$ cat config.mk
export PLATFORM = sky130hd
export DESIGN_NAME = nibble_prom_prog
export DESIGN_NICKNAME = d
export VERILOG_FILES = /design/src/rtl/prog_if_pkg.sv /design/src/rtl/prog_mode_decode.sv /design/src/rtl/prog_addr_stepper.sv /design/src/rtl/prog_byte_lanes.sv /design/src/rtl/nibble_prom_prog.sv
export SDC_FILE = /design/constraint.sdc
export NUM_CORES = 1
export LEC_CHECK = 0
export BUFFER_PORTS_ARGS = -buffer_cell sky130_fd_sc_hd__buf_2
export CORE_ASPECT_RATIO = 2
export CORE_MARGIN = 2
export CORE_UTILIZATION = 54
export CTS_CLUSTER_DIAMETER = 50
export CTS_CLUSTER_SIZE = 40
export DETAILED_ROUTE_END_ITERATION = 7
export PLACE_DENSITY_LB_ADDON = 0.25
export SYNTH_ARGS = -nofsm -noshare
export SYNTH_HDL_FRONTEND = slang
export SYNTH_SLANG_ARGS = --single-unit
$ cat constraint.sdc
create_clock -name clk -period 2.75 [get_ports clk]
set_input_delay 0.1375 -clock clk [delete_from_list [all_inputs] [get_ports clk]]
set_output_delay 0.1375 -clock clk [all_outputs]
set_load 0.03 [all_outputs]
$ cat src/rtl/prog_if_pkg.sv
package prog_if_pkg;
  typedef enum logic [2:0] {
    PM_OFF,
    PM_CLEAR,
    PM_WRITE,
    PM_VERIFY,
    PM_INHIBIT
  } prog_mode_e;

  localparam logic [3:0] CODE_CLEAR  = 4'b0101;
  localparam logic [3:0] CODE_WRITE  = 4'b1110;
  localparam logic [3:0] CODE_VERIFY = 4'b1100;
endpackage

$ cat src/rtl/prog_mode_decode.sv
module prog_mode_decode
  import prog_if_pkg::*;
(
  input  logic       hv_ok,
  input  logic [3:0] code,
  output prog_mode_e mode
);
  always_comb begin
    if (!hv_ok) begin
      mode = PM_OFF;
    end else begin
      unique case (code)
        CODE_CLEAR:  mode = PM_CLEAR;
        CODE_WRITE:  mode = PM_WRITE;
        CODE_VERIFY: mode = PM_VERIFY;
        default:     mode = PM_INHIBIT;  // listed inhibit and unlisted codes
      endcase
    end
  end
endmodule

$ cat src/rtl/prog_addr_stepper.sv
module prog_addr_stepper
  import prog_if_pkg::*;
#(
  parameter int DEPTH = 32640,
  parameter int PULSES_PER_STEP = 4,
  localparam int AW = $clog2(DEPTH),
  localparam int CW = (PULSES_PER_STEP > 1) ? $clog2(PULSES_PER_STEP) : 1
) (
  input  logic          clk,
  input  logic          rst_n,
  input  prog_mode_e    mode,
  input  logic          pulse_rise,
  output logic [AW-1:0] addr
);
  localparam logic [CW-1:0] CNT_LAST  = CW'(PULSES_PER_STEP - 1);
  localparam logic [AW-1:0] ADDR_LAST = AW'(DEPTH - 1);

  logic [CW-1:0] cnt;

  always_ff @(posedge clk or negedge rst_n) begin
    if (!rst_n) begin
      cnt  <= '0;
      addr <= '0;
    end else if (mode == PM_CLEAR) begin
      cnt  <= '0;
      addr <= '0;
    end else if (mode != PM_OFF && pulse_rise) begin
      if (cnt == CNT_LAST) begin
        cnt  <= '0;
        addr <= (addr == ADDR_LAST) ? '0 : addr + AW'(1);
      end else begin
        cnt <= cnt + CW'(1);
      end
    end
  end
endmodule

$ cat src/rtl/prog_byte_lanes.sv
module prog_byte_lanes
  import prog_if_pkg::*;
#(
  parameter int LANES = 2,
  parameter int NIB_W = 4,
  localparam int BW = LANES * NIB_W
) (
  input  logic             clk,
  input  logic             rst_n,
  input  prog_mode_e       mode,
  input  logic [BW-1:0]    din,
  input  logic [BW-1:0]    rdata,
  output logic [BW-1:0]    wdata,
  output logic [BW-1:0]    dout,
  output logic             we,
  output logic [LANES-1:0] oe
);
  logic entry;

  always_ff @(posedge clk or negedge rst_n) begin
    if (!rst_n) we <= 1'b0;
    else        we <= (mode == PM_WRITE);
  end

  assign entry = (mode == PM_WRITE) && !we;

  for (genvar g = 0; g < LANES; g++) begin : g_lane
    logic [NIB_W-1:0] w_q;
    logic [NIB_W-1:0] d_q;
    logic             o_q;

    always_ff @(posedge clk or negedge rst_n) begin
      if (!rst_n) begin
        w_q <= '0;
        d_q <= '0;
        o_q <= 1'b0;
      end else begin
        if (entry) w_q <= din[g*NIB_W +: NIB_W];
        d_q <= rdata[g*NIB_W +: NIB_W];
        o_q <= (mode == PM_VERIFY);
      end
    end

    assign wdata[g*NIB_W +: NIB_W] = w_q;
    assign dout[g*NIB_W +: NIB_W]  = d_q;
    assign oe[g]                   = o_q;
  end
endmodule

$ cat src/rtl/nibble_prom_prog.sv
module nibble_prom_prog
  import prog_if_pkg::*;
#(
  parameter int DEPTH = 32640,
  parameter int PULSES_PER_STEP = 4,
  parameter int NIB_W = 4,
  localparam int AW = $clog2(DEPTH),
  localparam int BW = 2 * NIB_W
) (
  input  logic             clk,
  input  logic             rst_n,
  input  logic             hv_prog,
  input  logic             hv_core,
  input  logic [3:0]       mode_pins,
  input  logic             step_pin,
  input  logic [NIB_W-1:0] lo_in,
  output logic [NIB_W-1:0] lo_out,
  output logic             lo_oe,
  input  logic [NIB_W-1:0] hi_in,
  output logic [NIB_W-1:0] hi_out,
  output logic             hi_oe,
  output logic [AW-1:0]    mem_addr,
  output logic [BW-1:0]    mem_wdata,
  output logic             mem_we,
  input  logic [BW-1:0]    mem_rdata
);
  logic          hv_q;
  logic [3:0]    code_q;
  logic          step_q, step_q2;
  logic [BW-1:0] din_q;
  prog_mode_e    mode;
  logic [BW-1:0] dout;
  logic [1:0]    oe;

  always_ff @(posedge clk or negedge rst_n) begin
    if (!rst_n) begin
      hv_q    <= 1'b0;
      code_q  <= '0;
      step_q  <= 1'b0;
      step_q2 <= 1'b0;
      din_q   <= '0;
    end else begin
      hv_q    <= hv_prog & hv_core;
      code_q  <= mode_pins;
      step_q  <= step_pin;
      step_q2 <= step_q;
      din_q   <= {hi_in, lo_in};
    end
  end

  prog_mode_decode u_dec (
    .hv_ok (hv_q),
    .code  (code_q),
    .mode  (mode)
  );

  prog_addr_stepper #(
    .DEPTH           (DEPTH),
    .PULSES_PER_STEP (PULSES_PER_STEP)
  ) u_step (
    .clk        (clk),
    .rst_n      (rst_n),
    .mode       (mode),
    .pulse_rise (step_q & ~step_q2),
    .addr       (mem_addr)
  );

  prog_byte_lanes #(
    .LANES (2),
    .NIB_W (NIB_W)
  ) u_lanes (
    .clk   (clk),
    .rst_n (rst_n),
    .mode  (mode),
    .din   (din_q),
    .rdata (mem_rdata),
    .wdata (mem_wdata),
    .dout  (dout),
    .we    (mem_we),
    .oe    (oe)
  );

  assign lo_out = dout[NIB_W-1:0];
  assign hi_out = dout[BW-1:NIB_W];
  assign lo_oe  = oe[0];
  assign hi_oe  = oe[1];
endmodule

==> results.toml, run 1 <==
[run_status]
outcome = "finished clean"

[synth]
synthesis.nets = 179
syn_area_um2 = 1950
yosysSeqAreaShare_pct = 64.1
synth_cell_types = 38
synth_fa_ha_area_share_pct = 1.28
synth.area.mux_share_pct = 5.13
synth-xor-area-share_pct = 1.79
ys_warn_count = 0
synth_seq_cells = 50
synth_top_family_by_area = "simple AND/OR/NAND/NOR gates"
yosys.area_share.simple_pct = 17.1
avgSynthCellArea_um2 = 12.8
synth_cells = 152
synth_compound_area_share_pct = 8.78

[power_and_ir_drop]
pwr-share-clk_pct = 36.3
leakagePower_nw = 1.26
p_sw_w = 0.000432
power_density_nw_per_um2 = 656
vdd_drop_max_uv = 486
p_comb_share_pct = 14.8
p_int_w = 0.00129
seq_power_share_pct = 48.9
totalPowerFinal_w = 0.00172
swShare_pct = 25.1

[timing]
whs_ps = 17.7
setup_viol = 0
fin_crit_ps = 1990
rsz0062_at_grt = "no"
finalHoldViolations = 0
finalMaxSlewViolations = 0
skew_ps = 10.5
worst_slew_margin_rel_pct = 29.9
period_share_pct = 72.2
tns_ps = 0
fmax_mhz = 503
worst_slew_pin_slew_ps = 1050

[min_path]
hold_path_class = "input pin to async pin"

[layout]
layout.cells.most_common = "buf_2"
drive_above_1_share_pct = 34.2
antennaDiodeCount = 0
final_nets = 260
area_delta_synth_final_pct = 34.4
stdcell_count = 282
mostFrequentLayoutCells = "buf_2, dfrtp_1, dlygate4sd3_1"

[grt]
track_usage_pct = 24.7
antenna_found_initial = 0
grt_pass1_wl_mm = 7.20
grt_max_degree = 51
grt-ovfl-total = 0
grt_pass1_vias = 1601

[worst_setup_path]
worstPathArrival_ps = 2140
startpoint_type = "register"
cpPeakStageDelay_ps = 610
end_kind = "register"
crit_slowest_cell = "o21bai_1"
critical_path_class = "register to register"
path_cells = "ha_1 > and4_1 > nand4_1 > o21bai_1 > a21oi_1"
cp_max_fo = 10
crit_required_ps = 2900

[clocking]
cts_num_sinks = 50
clock_path_buffers = 2
cts_buffers = 5
clk_latency_ps = 300
path_clk_slew_ps = 90
cts_tree = "built"
cts_root_buffer = "clkbuf_8"
htreeDepth = 2

[die]
core-area_um2 = 3420
die_h_um = 89.0
die_area_um2 = 4140
dieWidth_um = 46.5
ios = 59
start_util_pct = 57.1
rows = 30

[placed_design]
dp.cells = 253
dp_hpwl_mm = 2.90
portBuffers = 58
gp_congestion = 0.833

[detailed_routing]
avgViaCountPerCell = 5.33
drcViolationCount = 0
first_pass_iters = 4
wl_mm = 4.28
drtIter0Drc = 18
num_vias = 1503
ant_nets = 0
post_drt_wl_per_cell_um = 15.2

[flow_run]
cap_violations = 0
## final cells by class
class	count	area, um^2
clock buffer	6	82.6
clock inverter	2	60.1
fill	229	792
inverter	1	3.75
multi-input combinational	96	666
sequential	50	1250
tap	48	60.1
timing repair buffer	79	500
## worst max-delay path, delay by kind of cell, from the launching register on
family / cells / cell delay, ps
AND/OR/NAND/NOR: 2 / 420
adder cells (fa/ha/maj): 1 / 250
AO/OA/AOI/OAI: 2 / 730
flip-flops: 1 / 440
## per-layer routing
layer	up-vias	global-route usage, %	part of all wire [%]
li1	716	-	-
met1	742	25.4	34
met2	35	45.2	60
met3	10	5.05	3.3
met4	0	11.2	2.7
met5	-	0	0
## path summary, 6_finish.rpt
kind,to,slack [ps],cells after the start,from
max in group asynchronous,u_lanes.g_lane[0].o_q,2080,1,rst_n
max reg2reg,u_step.addr[8],760,5,u_step.addr[0]
min reg2reg,step_q2,430,0,step_q
min,u_lanes.g_lane[1].d_q[0],20,1,rst_n
min in group clk,hv_q,50,2,hv_core
max,u_step.addr[8],760,5,u_step.addr[0]
## kinds of logic (layout without fill, tap and decap cells)
family                     count (synthesis)  count (layout)
and+or+nand+nor                           54              54
DFF                                       50              50
AOI/OAI and AO/OA                         27              27
muxes                                      9               9
buffers and inverters                      6              88
xor gates and xnor gates                   4               4
adders and majority gates                  2               2
## sequential cells by signal, indices dropped and copies added, names as in the netlist
| name | count |
|---|---|
| u_step.addr | 15 |
| u_lanes.g_lane.o_q | 1 |
| step_q | 1 |
| u_lanes.g_lane.w_q | 8 |
| u_lanes.g_lane.d_q | 8 |
| hv_q | 1 |
| u_step.cnt | 2 |
| u_lanes.we | 1 |
| din_q | 8 |
| code_q | 4 |
| step_q2 | 1 |
## power groups by stage
| stage | Sequential [W] | Clock [W] | Combinational, W |
|---|---|---|---|
| after detailed placement | 0.000856 | 0 | 0.000233 |
| final | 0.000842 | 0.000625 | 0.000254 |
| after global placement | 0.000849 | 0 | 0.000224 |
| after CTS | 0.000842 | 0.000629 | 0.000256 |
| after global routing | 0.000850 | 0.000664 | 0.000280 |
| after floorplan | 0.000928 | 0 | 0.0000669 |
## stage by stage
step           utilization (%)  setup slack [ps]  instance area (um^2)
6_report                  76.8               763                  2620
5_1_grt                   76.8               537                  2620
4_1_cts                   76.8               748                  2620
3_5_place_dp              66.5               768                  2270
3_3_place_gp              66.5               806                  2270
2_1_floorplan                -               933                  1950
## repair_timing
action                    in CTS  in global routing
hold buffers                  21                  0
gates resized for setup        0                  0
hold endpoints to repair      21                  0
buffers inserted               0                  0
## Yosys cell counts
| library cell | n | area share, % |
|---|---|---|
| and4_1 | 2 | 0.90 |
| nand3_1 | 5 | 1.3 |
| and4b_1 | 1 | 0.51 |
| inv_1 | 1 | 0.19 |
| clkbuf_1 | 2 | 0.38 |
| o21bai_1 | 1 | 0.38 |
| or4_1 | 5 | 1.9 |
| nand2b_2 | 1 | 0.45 |
| a21oi_1 | 12 | 3.1 |
| dfrtp_1 | 50 | 64 |
| mux2_2 | 8 | 4.6 |
| nor2_1 | 5 | 0.96 |
| and4b_2 | 1 | 0.58 |
| nor4_1 | 1 | 0.32 |
| nor2b_1 | 1 | 0.32 |
| nor3b_1 | 1 | 0.38 |
| nand3b_1 | 2 | 0.77 |
| or3_1 | 4 | 1.3 |
| ha_1 | 2 | 1.3 |
| nand4_1 | 5 | 1.6 |
| nand4b_2 | 1 | 0.77 |
| nor3_1 | 2 | 0.51 |
| and2_1 | 2 | 0.64 |
| o31ai_1 | 5 | 1.9 |
| nand2_2 | 1 | 0.32 |
| o21ai_0 | 7 | 1.8 |
| and2b_1 | 1 | 0.38 |
| buf_4 | 1 | 0.38 |
| or2_1 | 1 | 0.32 |
| nand2_1 | 10 | 1.9 |
| buf_6 | 1 | 0.58 |
| buf_2 | 1 | 0.26 |
| o31a_1 | 1 | 0.45 |
| nand4b_1 | 1 | 0.45 |
| o32a_4 | 1 | 1.2 |
| nor3_2 | 1 | 0.51 |
| mux2i_1 | 1 | 0.51 |
| xor2_1 | 4 | 1.8 |
No activity file was read; power rests on OpenSTA's default activity.
==> run 2: changes to the inputs <==
CORE_UTILIZATION = 50   (was 54)
clock period = 1.92 ns   (was 2.75 ns; I/O delays follow)
==> run 2 against run 1 <==
Effect of this change: global-route usage down 4.0 points; setup slack worse by 640 ps; design area up 1.1%; clock-buffer cell count unchanged; non-clock buffer count up 9; sequential power up 43%; via count up 2.8%; fmax up 11%; critical path depth down 1; largest cell class unchanged; combinational power up 52%.
==> results.toml, run 2 (synthesized netlist as in run 1, its figures left out) <==
[die]
die_area_um2 = 4450
ios = 59
die_h_um = 92.4
core-area_um2 = 3800
dieWidth_um = 48.2
rows = 32
start_util_pct = 51.3

[timing]
finalMaxSlewViolations = 0
setup_viol = 0
worst_slew_margin_rel_pct = 48.8
worst_slew_pin_slew_ps = 768
fmax_mhz = 557
period_share_pct = 93.5
fin_crit_ps = 1800
tns_ps = 0
fin_ws_ps = 124
skew_ps = 8.11
rsz0062_at_grt = "no"
finalHoldViolations = 0

[worst_setup_path]
critical_path_class = "register to register"
crit_required_ps = 2140
startpoint_type = "register"
worstPathArrival_ps = 2020
cp_max_fo = 14
end_kind = "register"

[detailed_routing]
first_pass_iters = 4
ant_nets = 0
num_vias = 1545
drtIter0Drc = 25
wl_mm = 4.10
post_drt_wl_per_cell_um = 13.9
avgViaCountPerCell = 5.26
drcViolationCount = 0

[clocking]
cts_resized = 0
path_clk_slew_ps = 90
cts_root_buffer = "clkbuf_8"
htreeDepth = 2
cts_tree = "built"
cts_num_sinks = 50
clock_path_buffers = 2
clk_latency_ps = 300
cts_buffers = 5

[power_and_ir_drop]
p_sw_w = 0.000621
p_comb_share_pct = 17.4
leakagePower_nw = 1.28
p_int_w = 0.00160
swShare_pct = 27.9
pwr-share-clk_pct = 28.6
totalPowerFinal_w = 0.00222
vdd_drop_max_uv = 889
seq_power_share_pct = 54.0
power_density_nw_per_um2 = 837

[layout]
nFillCells = 299
final_nets = 269
mostFrequentLayoutCells = "buf_2, dfrtp_1, dlygate4sd3_1"
drive_above_1_share_pct = 36.2
antennaDiodeCount = 0
postLayoutCellArea_um2 = 2650
layout.cells.most_common = "buf_2"
area_delta_synth_final_pct = 36.0
regMostFlops = "u_step.addr"
largest_reg_flops = 15

[grt]
antenna_found_initial = 0
grt_pass1_vias = 1593
grt-ovfl-total = 0
track_usage_pct = 20.8
grt_max_degree = 38
grt_pass1_wl_mm = 6.73

[flow_run]
cap_violations = 0

[placed_design]
gp_congestion = 0.874
portBuffers = 58
dp_slack_ps = 129
place_area_um2 = 2330
dp_hpwl_mm = 3.01

[run_status]
outcome = "finished clean"

[min_path]
hold_path_class = "input pin to register"
==> run 2: cell count changes in the layout (fill, tap and decap cells not counted), sizes merged <==
| cell | change |
|---|---|
| buf | +8 |
| bufinv | -2 |
| clkinvlp | +1 |
| dlygate4sd3 | +1 |
| inv | +1 |
==> run 2: what timing repair did <==
action	CTS	global route
hold buffers	22	0
buffers inserted	0	0
hold endpoints to repair	56	0
==> run 2: worst paths after layout <==
check / startpoint / to / slack, ps / cells past startpoint
worst max-delay path: code_q[3] / u_step.addr[11] / 120 / 4
worst min-delay path: hv_core / hv_q / 10 / 2
worst max register to register: code_q[3] / u_step.addr[11] / 120 / 4
worst min register to register: step_q / step_q2 / 450 / 0
max in group asynchronous: rst_n / u_step.addr[11] / 920 / 3
min in group asynchronous: rst_n / u_lanes.g_lane[0].d_q[1] / 390 / 2
==> run 2: routing by layer <==
layer | track usage (%) | up-vias | wire [um]
met2 | 37.1 | 47 | 2500
li1 | - | 731 | -
met3 | 3.70 | 9 | 127
met4 | 9.23 | 0 | 91
met1 | 21.3 | 758 | 1370
met5 | 0 | - | 0
==> run 2: layout make-up <==
cell class,count,area [um^2],share of cell area (%)
Clock buffer,6,82.6,3.11
Clock inverter,2,16.3,0.613
Inverter,1,3.75,0.141
Multi-Input combinational cell,96,666,25.1
Sequential cell,50,1250,47.1
Tap cell,51,63.8,2.40
Timing Repair Buffer,88,571,21.5
==> run 2: critical path: stages, from the launching register on <==
cell	delay, ps
dfrtp_1	390
nand2b_2	210
o32a_4	450
or4_1	520
a21oi_1	160
==> run 2: per-stage QoR <==
step	utilization (%)	hold WS, ps	std cells
finish	69.8	11.9	294
global route	69.8	9.39	294
CTS	69.8	9.69	294
detailed placement	61.4	205	264
global placement	61.4	201	264
floorplan	-	-200	152
==> run 2: power by group through the flow <==
stage	Combinational, W	Clock (W)	Sequential [W]
6_report	0.000386	0.000636	0.00120
3_5_place_dp	0.000357	0	0.00122
3_3_place_gp	0.000345	0	0.00121
4_1_cts	0.000392	0.000660	0.00120
2_1_floorplan	0.0000959	0	0.00133
5_1_grt	0.000423	0.000699	0.00121
